### src/rtl/clkseq_pkg.sv
package clkseq_pkg;

  typedef enum logic [3:0] {
    PH_IDLE,
    PH_OFF,
    PH_MISC,
    PH_DRV,
    PH_IRQ,
    PH_XCAP,
    PH_IMG_LO,
    PH_IMG_HI,
    PH_PLLRST,
    PH_ON
  } seq_phase_e;

  typedef struct packed {
    logic [7:0] addr;
    logic [7:0] data;
  } reg_wr_t;

  // fixed control register addresses
  localparam logic [7:0] A_OUT_DIS  = 8'd3;
  localparam logic [7:0] A_MISC     = 8'd187;
  localparam logic [7:0] A_DRV_BASE = 8'd16;
  localparam logic [7:0] A_IRQ_MASK = 8'd2;
  localparam logic [7:0] A_XTAL_CAP = 8'd183;
  localparam logic [7:0] A_PLAN_LO  = 8'd15;
  localparam logic [7:0] A_PLAN_HI  = 8'd149;
  localparam logic [7:0] A_PLL_RST  = 8'd177;

  // fixed control data values
  localparam logic [7:0] D_ALL_OFF       = 8'hFF;
  localparam logic [7:0] D_MISC          = 8'hC0;
  localparam logic [7:0] D_DRV_PD        = 8'h80;
  localparam logic [7:0] D_DRV_PD_NOXTAL = 8'h84;
  localparam logic [7:0] D_PLL_RST       = 8'hAC;

endpackage

### src/rtl/clkseq_rst_sync.sv
module clkseq_rst_sync #(
  parameter int STAGES = 2
) (
  input  logic clk,
  input  logic rst_n,
  output logic rst_q
);

  logic [STAGES-1:0] pipe_q;

  always_ff @(posedge clk or negedge rst_n) begin
    if (!rst_n) begin
      pipe_q <= '0;
    end else begin
      pipe_q <= {pipe_q[STAGES-2:0], 1'b1};
    end
  end

  assign rst_q = pipe_q[STAGES-1];

endmodule

### src/rtl/clkseq_image_ram.sv
module clkseq_image_ram #(
  parameter int DEPTH = 100,
  parameter int IDX_W = 7
) (
  input  logic             clk,
  input  logic             ld_en,
  input  logic [IDX_W-1:0] ld_idx,
  input  logic [7:0]       ld_data,
  input  logic [IDX_W-1:0] rd_idx,
  output logic [7:0]       rd_data
);

  logic [7:0] mem [DEPTH];
  logic       ld_ok;

  assign ld_ok = ld_en && (ld_idx < IDX_W'(DEPTH));

  always_ff @(posedge clk) begin
    if (ld_ok) begin
      mem[ld_idx] <= ld_data;
    end
  end

  assign rd_data = (rd_idx < IDX_W'(DEPTH)) ? mem[rd_idx] : 8'h00;

endmodule

### src/rtl/clkseq_ctrl.sv
module clkseq_ctrl
  import clkseq_pkg::*;
#(
  parameter int DRV_COUNT   = 8,
  parameter int PLAN_LO_LEN = 78,
  parameter int PLAN_HI_LEN = 22,
  parameter int IDX_W       = 7
) (
  input  logic             clk,
  input  logic             rst_n,
  input  logic             start,
  input  logic             cap_en_q,
  input  logic             acc,
  input  logic             rej,
  output seq_phase_e       phase_q,
  output logic [IDX_W-1:0] idx_q,
  output logic             start_acc,
  output logic             busy,
  output logic             done,
  output logic             error
);

  seq_phase_e       phase_d, phase_after;
  logic [IDX_W-1:0] idx_d, last_idx;
  logic             done_q, done_d, err_q, err_d;
  logic             step_last, step_en;

  // length of the current phase and its successor
  always_comb begin
    case (phase_q)
      PH_DRV:    last_idx = IDX_W'(DRV_COUNT - 1);
      PH_IMG_LO: last_idx = IDX_W'(PLAN_LO_LEN - 1);
      PH_IMG_HI: last_idx = IDX_W'(PLAN_HI_LEN - 1);
      default:   last_idx = '0;
    endcase
    case (phase_q)
      PH_OFF:    phase_after = PH_MISC;
      PH_MISC:   phase_after = PH_DRV;
      PH_DRV:    phase_after = PH_IRQ;
      PH_IRQ:    phase_after = cap_en_q ? PH_XCAP : PH_IMG_LO;
      PH_XCAP:   phase_after = PH_IMG_LO;
      PH_IMG_LO: phase_after = PH_IMG_HI;
      PH_IMG_HI: phase_after = PH_PLLRST;
      PH_PLLRST: phase_after = PH_ON;
      default:   phase_after = PH_IDLE;
    endcase
  end

  assign step_last = (idx_q == last_idx);
  assign start_acc = (phase_q == PH_IDLE) && start;
  assign step_en   = start_acc | rej | acc;

  // next state
  always_comb begin
    phase_d = phase_q;
    idx_d   = idx_q;
    done_d  = done_q;
    err_d   = err_q;
    if (start_acc) begin
      phase_d = PH_OFF;
      idx_d   = '0;
      done_d  = 1'b0;
      err_d   = 1'b0;
    end else if (rej) begin
      phase_d = PH_IDLE;
      idx_d   = '0;
      err_d   = 1'b1;
    end else if (acc) begin
      if (step_last) begin
        phase_d = phase_after;
        idx_d   = '0;
        done_d  = (phase_q == PH_ON);
      end else begin
        idx_d = idx_q + IDX_W'(1);
      end
    end
  end

  // state registers
  always_ff @(posedge clk or negedge rst_n) begin
    if (!rst_n) begin
      phase_q <= PH_IDLE;
      idx_q   <= '0;
      done_q  <= 1'b0;
      err_q   <= 1'b0;
    end else if (step_en) begin
      phase_q <= phase_d;
      idx_q   <= idx_d;
      done_q  <= done_d;
      err_q   <= err_d;
    end
  end

  assign busy  = (phase_q != PH_IDLE);
  assign done  = done_q;
  assign error = err_q;


  start_go_chk: assert property (@(posedge clk) disable iff (!rst_n)
    (phase_q == PH_IDLE && start) |=> (phase_q == PH_OFF && busy && !done && !error));


  nack_abort_chk: assert property (@(posedge clk) disable iff (!rst_n)
    (busy && rej) |=> (!busy && error && !done));


  busy_start_chk: assert property (@(posedge clk) disable iff (!rst_n)
    (busy && start && !acc && !rej) |=> (busy && $stable(phase_q) && $stable(idx_q)));


  flag_hold_chk: assert property (@(posedge clk) disable iff (!rst_n)
    (!busy && !start) |=> ($stable(done) && $stable(error)));


  xcap_skip_chk: assert property (@(posedge clk) disable iff (!rst_n)
    (phase_q == PH_IRQ && acc && !rej && !cap_en_q) |=> (phase_q == PH_IMG_LO));

endmodule

### src/rtl/clkseq_wr_map.sv
module clkseq_wr_map
  import clkseq_pkg::*;
#(
  parameter int         PLAN_LO_LEN = 78,
  parameter int         IDX_W       = 7,
  parameter logic [5:0] XCAP_LOW    = 6'h12,
  parameter logic [7:0] ENABLE_MASK = 8'h00
) (
  input  seq_phase_e       phase,
  input  logic [IDX_W-1:0] idx,
  input  logic             no_xtal_q,
  input  logic [7:0]       irq_q,
  input  logic [1:0]       cap_q,
  input  logic [7:0]       img_byte,
  output logic [IDX_W-1:0] img_rd_idx,
  output reg_wr_t          wr
);

  always_comb begin
    img_rd_idx = idx;
    wr.addr    = 8'h00;
    wr.data    = 8'h00;
    case (phase)
      PH_OFF: begin
        wr.addr = A_OUT_DIS;
        wr.data = D_ALL_OFF;
      end
      PH_MISC: begin
        wr.addr = A_MISC;
        wr.data = D_MISC;
      end
      PH_DRV: begin
        wr.addr = A_DRV_BASE + 8'(idx);
        wr.data = no_xtal_q ? D_DRV_PD_NOXTAL : D_DRV_PD;
      end
      PH_IRQ: begin
        wr.addr = A_IRQ_MASK;
        wr.data = irq_q;
      end
      PH_XCAP: begin
        wr.addr = A_XTAL_CAP;
        wr.data = {cap_q, XCAP_LOW};
      end
      PH_IMG_LO: begin
        wr.addr = A_PLAN_LO + 8'(idx);
        wr.data = img_byte;
      end
      PH_IMG_HI: begin
        img_rd_idx = idx + IDX_W'(PLAN_LO_LEN);
        wr.addr    = A_PLAN_HI + 8'(idx);
        wr.data    = img_byte;
      end
      PH_PLLRST: begin
        wr.addr = A_PLL_RST;
        wr.data = D_PLL_RST;
      end
      PH_ON: begin
        wr.addr = A_OUT_DIS;
        wr.data = ENABLE_MASK;
      end
      default: begin
        wr.addr = 8'h00;
        wr.data = 8'h00;
      end
    endcase
  end

endmodule

### src/rtl/clkseq_init_seq.sv
module clkseq_init_seq
  import clkseq_pkg::*;
#(
  parameter int         DRV_COUNT   = 8,
  parameter int         PLAN_LO_LEN = 78,
  parameter int         PLAN_HI_LEN = 22,
  parameter logic [5:0] XCAP_LOW    = 6'h12,
  parameter logic [7:0] ENABLE_MASK = 8'h00,
  localparam int        PLAN_LEN    = PLAN_LO_LEN + PLAN_HI_LEN,
  localparam int        IDX_W       = $clog2(PLAN_LEN + DRV_COUNT)
) (
  input  logic             clk,
  input  logic             rst_n,
  input  logic             start,
  input  logic             no_xtal,
  input  logic [7:0]       irq_mask,
  input  logic [1:0]       cap_code,
  input  logic             cap_en,
  input  logic             img_we,
  input  logic [IDX_W-1:0] img_idx,
  input  logic [7:0]       img_data,
  output logic             wr_req,
  output logic [7:0]       wr_addr,
  output logic [7:0]       wr_data,
  input  logic             wr_ack,
  input  logic             wr_nack,
  output logic             busy,
  output logic             done,
  output logic             error
);

  logic             rst_q;
  seq_phase_e       phase;
  logic [IDX_W-1:0] idx, rd_idx;
  logic             start_acc, acc, rej, ld_en;
  logic [7:0]       rd_byte;
  reg_wr_t          cur_wr;

  // captured run configuration
  logic             no_xtal_q, cap_en_q;
  logic [7:0]       irq_q;
  logic [1:0]       cap_q;

  clkseq_rst_sync #(.STAGES(2)) i_rst_sync (
    .clk   (clk),
    .rst_n (rst_n),
    .rst_q (rst_q)
  );

  assign acc   = wr_req && wr_ack && !wr_nack;
  assign rej   = wr_req && wr_nack;
  assign ld_en = img_we && !busy;

  always_ff @(posedge clk or negedge rst_q) begin
    if (!rst_q) begin
      no_xtal_q <= 1'b0;
      cap_en_q  <= 1'b0;
      irq_q     <= 8'h00;
      cap_q     <= 2'b00;
    end else if (start_acc) begin
      no_xtal_q <= no_xtal;
      cap_en_q  <= cap_en;
      irq_q     <= irq_mask;
      cap_q     <= cap_code;
    end
  end

  clkseq_ctrl #(
    .DRV_COUNT   (DRV_COUNT),
    .PLAN_LO_LEN (PLAN_LO_LEN),
    .PLAN_HI_LEN (PLAN_HI_LEN),
    .IDX_W       (IDX_W)
  ) i_ctrl (
    .clk       (clk),
    .rst_n     (rst_q),
    .start     (start),
    .cap_en_q  (cap_en_q),
    .acc       (acc),
    .rej       (rej),
    .phase_q   (phase),
    .idx_q     (idx),
    .start_acc (start_acc),
    .busy      (busy),
    .done      (done),
    .error     (error)
  );

  clkseq_image_ram #(
    .DEPTH (PLAN_LEN),
    .IDX_W (IDX_W)
  ) i_ram (
    .clk     (clk),
    .ld_en   (ld_en),
    .ld_idx  (img_idx),
    .ld_data (img_data),
    .rd_idx  (rd_idx),
    .rd_data (rd_byte)
  );

  clkseq_wr_map #(
    .PLAN_LO_LEN (PLAN_LO_LEN),
    .IDX_W       (IDX_W),
    .XCAP_LOW    (XCAP_LOW),
    .ENABLE_MASK (ENABLE_MASK)
  ) i_map (
    .phase      (phase),
    .idx        (idx),
    .no_xtal_q  (no_xtal_q),
    .irq_q      (irq_q),
    .cap_q      (cap_q),
    .img_byte   (rd_byte),
    .img_rd_idx (rd_idx),
    .wr         (cur_wr)
  );

  assign wr_req  = busy;
  assign wr_addr = cur_wr.addr;
  assign wr_data = cur_wr.data;


  req_hold_chk: assert property (@(posedge clk) disable iff (!rst_q)
    (wr_req && !wr_ack && !wr_nack) |=> (wr_req && $stable(wr_addr) && $stable(wr_data)));


  done_excl_chk: assert property (@(posedge clk) disable iff (!rst_q)
    done |-> (!busy && !error));


  err_quiet_chk: assert property (@(posedge clk) disable iff (!rst_q)
    (error && !start) |=> !wr_req);

endmodule

### config.mk
export PLATFORM = sky130hd
export DESIGN_NAME = clkseq_init_seq
export DESIGN_NICKNAME = d
export VERILOG_FILES = /design/src/rtl/clkseq_pkg.sv /design/src/rtl/clkseq_rst_sync.sv /design/src/rtl/clkseq_image_ram.sv /design/src/rtl/clkseq_ctrl.sv /design/src/rtl/clkseq_wr_map.sv /design/src/rtl/clkseq_init_seq.sv
export SDC_FILE = /design/constraint.sdc
export NUM_CORES = 1
export LEC_CHECK = 0
export ABC_AREA = 1
export BUFFER_PORTS_ARGS = -buffer_cell sky130_fd_sc_hd__buf_4
export CORE_AREA = 3 3 255 257
export CTS_CLUSTER_DIAMETER = 200
export DETAILED_ROUTE_END_ITERATION = 10
export DIE_AREA = 0 0 258 260
export HOLD_SLACK_MARGIN = 0.02
export PLACE_DENSITY = 0.67
export SLEW_MARGIN = 10
export SYNTH_ARGS = -nofsm -noshare
export SYNTH_HDL_FRONTEND = slang
export SYNTH_SLANG_ARGS = --single-unit
### constraint.sdc
create_clock -name clk -period 5.3 [get_ports clk]
set_clock_uncertainty 0.1 [all_clocks]
set_input_delay 1.06 -clock clk [delete_from_list [all_inputs] [get_ports clk]]
set_output_delay 1.06 -clock clk [all_outputs]
set_load 0.02 [all_outputs]
==> flow_summary.ini <==
[critical_path]
worstSetupPathType = register to output port
cp-start-kind = register
cp_slowest_cell = buf_4
critPathMaxStageDelay_ns = 0.63
worst-path-max-fanout = 62
worst_ep_arrival_time_ns = 3.98
crit_path_frequent_cell = nand3_1
cp_cell_sequence = inv_2, nor2_2, nand2_2, ha_4, buf_4, nand3_1, nand3_1, nand3_1, nand3_1, nand3_1, nand2_1, nand2_1, nand2_1, nand2_1, buf_4
worstRegToRegCells = 8
crit_start = i_ctrl.phase_q[2]$_DFFE_PN0P_
rrSetupSlack_ns = 1.68
reg2reg_to = i_ram.mem[43][7]$_DFFE_PP_
cp_data_required_time_ns = 4.14
cp-end-kind = output port
r2r_start = i_ctrl.phase_q[2]$_DFFE_PN0P_

[cts]
cts_buffer_depth = 3
cts_tree = yes
htree_levels = 3
insertion_delay_ns = 0.63
cts-root-buf = clkbuf_16
clkTransAtPathRegs_ns = 0.07
numCtsBuffers = 83
cts.sinks = 827

[timing]
timing.setup.tns_ns = 0
rsz0062_at_grt = false
max_freq_mhz = 194.4
layout_min_cycle_time_ns = 5.143
setup_viol = 0
max-slew-margin-rel_pct = 25.76
worstMarginPinSlew_ns = 1.109
finalHoldViolCount = 0
fin_ws_ns = 0.1569
finalCritPeriodShare_pct = 97.04
drv_slew = 0

[global_routing]
grt_max_degree = 145
grt_pass1_wl_mm = 138.9
grt_pass1_vias = 22550
track_usage_pct = 27.41
grt-ovfl-total = 0
antenna_found_initial = 0

[yosys]
ys.flop_type = edfxtp_1
ys_ff_latch = 827
netlist_area_mm2 = 0.03441
synth.distinct_cells = 37
async_reset_ff_share_pct = 3.265
synth_top_family_by_area = simple AND/OR/NAND/NOR gates
yosys.area_share.simple_pct = 18.01
synth_xor_area_share_pct = 0.2255
synthAdderAreaFrac_pct = 0.3127
avgSynthCellArea_um2 = 11.39
synth_top_area_cell = edfxtp_1
synth_top_area_share_pct = 69.82
synth_warnings = 0
seq_area_frac_synth_pct = 71.78
synthCells = 3020
synthTopCellsByArea = edfxtp_1 70%, nand2_1 9.9%, nand3_1 5.8%, a21oi_1 4.6%, dfrtp_1 2.0%
synth_nets = 3061
synth-compound-area-share_pct = 6.385
synth-edff-count = 800
synth.area.mux_share_pct = 0

[place]
placed_cells = 3852
routabilityCongestion = 0.8908
dp_hpwl_mm = 53.62
io_buffers = 52
place_ws_ns = 0.8753

[pwr]
ir_worst_vdd_mv = 0.5297
power_leakage_uw = 0.01396
p_total_uw = 18620
power.density_mw_per_mm2 = 480.4

[cells_and_area]
antenna_cells = 0
area_growth_pct = 12.63
fillers = 4928
final_cells = 4002
drive_above_1_share_pct = 9.759
final_cell_mix = 906 x nand2_1, 800 x edfxtp_1, 398 x nand3_1, 318 x a21oi_1, 169 x nor2_1
multi_input_area_mm2 = 0.008608
layout_commonest_cell = nand2_1
regArea_mm2 = 0.02470
fin_nets = 3132

[route]
drt-pass1-iter-count = 7
via_per_inst = 5.929
drt_first_iter_violations = 3243
num_vias = 23730
avgRoutedWirePerCell_um = 23.08
ant_nets = 0
wirelength_mm = 92.38
route.detailed.drc = 0

[die]
dieArea_mm2 = 0.06708
die_x_um = 258
io_pins = 53
core_region_area_mm2 = 0.06297
die_h_um = 260
rows = 92
floorplan.initialDensity_pct = 54.65

[hold_path]
hold_class = register to asynchronous set/reset pin

[status]
status = complete, no violations

[job]
cap_viol_max_count = 0
## layer usage
layer  vias to the layer above  track usage (%)  wire (um)
li1                      10780                -          -
met1                     11580            39.65      38130
met2                      1207            42.79      43140
met3                       158            4.431       8430
met4                         0            9.333       2678
met5                         -                0          0
## critical path, delay by kind of cell, from the launching register on
family                   cells  cell delay, ns
AND/OR/NAND/NOR             11            1.58
buffers and inverters        3            0.86
adder cells (fa/ha/maj)      1            0.45
flip-flops                   1            0.43
## cell type report
| class | instances | share of cell area [%] |
|---|---|---|
| well taps | 846 | 2.732 |
| repair buffers | 167 | 3.610 |
| flip-flops and latches | 827 | 63.74 |
| clock inverters | 44 | 1.117 |
| multi-input cells | 1924 | 22.21 |
| clock buffers | 106 | 5.692 |
| inverters | 88 | 0.8911 |
## report_power, final
group / total, uW / switching (uW) / internal, uW
Clock: 5750 / 2420 / 3330
Sequential: 7320 / 69.8 / 7250
Combinational: 5550 / 3950 / 1600
## kinds of logic (layout without fill, tap and decap cells)
group / after synthesis / after routing
AOI/OAI and AO/OA: 408 / 408
and+or+nand+nor: 1499 / 1499
other: 1 / 1
adders and majority gates: 8 / 8
xor gates and xnor gates: 8 / 8
DFF: 827 / 827
buffers and inverters: 269 / 405
## repair_timing
| action | CTS | global route |
|---|---|---|
| hold buffers | 0 | 0 |
| resized for setup | 0 | 2 |
| setup buffers | 0 | 0 |
| setup endpoints to repair | 0 | 1 |
## cell usage after synthesis (2+ instances only)
cell type,instances
nor2_2,4
or2_2,4
inv_2,12
buf_6,2
nand3_1,398
xor2_1,6
buf_4,10
dfrtp_1,27
inv_1,76
buf_1,21
a21oi_1,318
o2111ai_1,2
o211ai_1,4
nor2_1,169
nor3b_1,2
clkbuf_1,97
nand2_1,907
ha_1,7
o22ai_1,4
nand4_1,3
nor3_1,2
a22oi_1,49
nand2_2,6
buf_2,51
edfxtp_1,800
o21ai_0,27
a221oi_1,2
## stage by stage
step                      hold slack (ns)  util (%)  cell area, um^2
after floorplan                    0.2206         -            34410
after global placement             0.1482     57.34            36100
after detailed placement           0.1555     57.34            36100
after CTS                         0.08960     61.53            38740
after global routing               0.1027     61.55            38750
final                              0.1193     61.55            38750
## worst max path at each step
stage,slack [ns],end,cells past startpoint
finish,0.16,wr_data[2],15
global route,0.01,wr_data[6],17
CTS,0.20,wr_data[5],17
detailed placement,0.88,wr_data[5],17
global placement,0.86,wr_data[2],15
floorplan,1.81,wr_data[1],18
## flip-flops by register name (all words and copies together), names as in the netlist
name and count:
i_ctrl.idx_q 7, i_ctrl.phase_q 4, no_xtal_q 1, cap_en_q 1, irq_q 8, i_ctrl.done 1
i_rst_sync.pipe_q 2, i_ctrl.error 1, i_ram.mem 800, cap_q 2
Power figures use the tool's default switching activity.
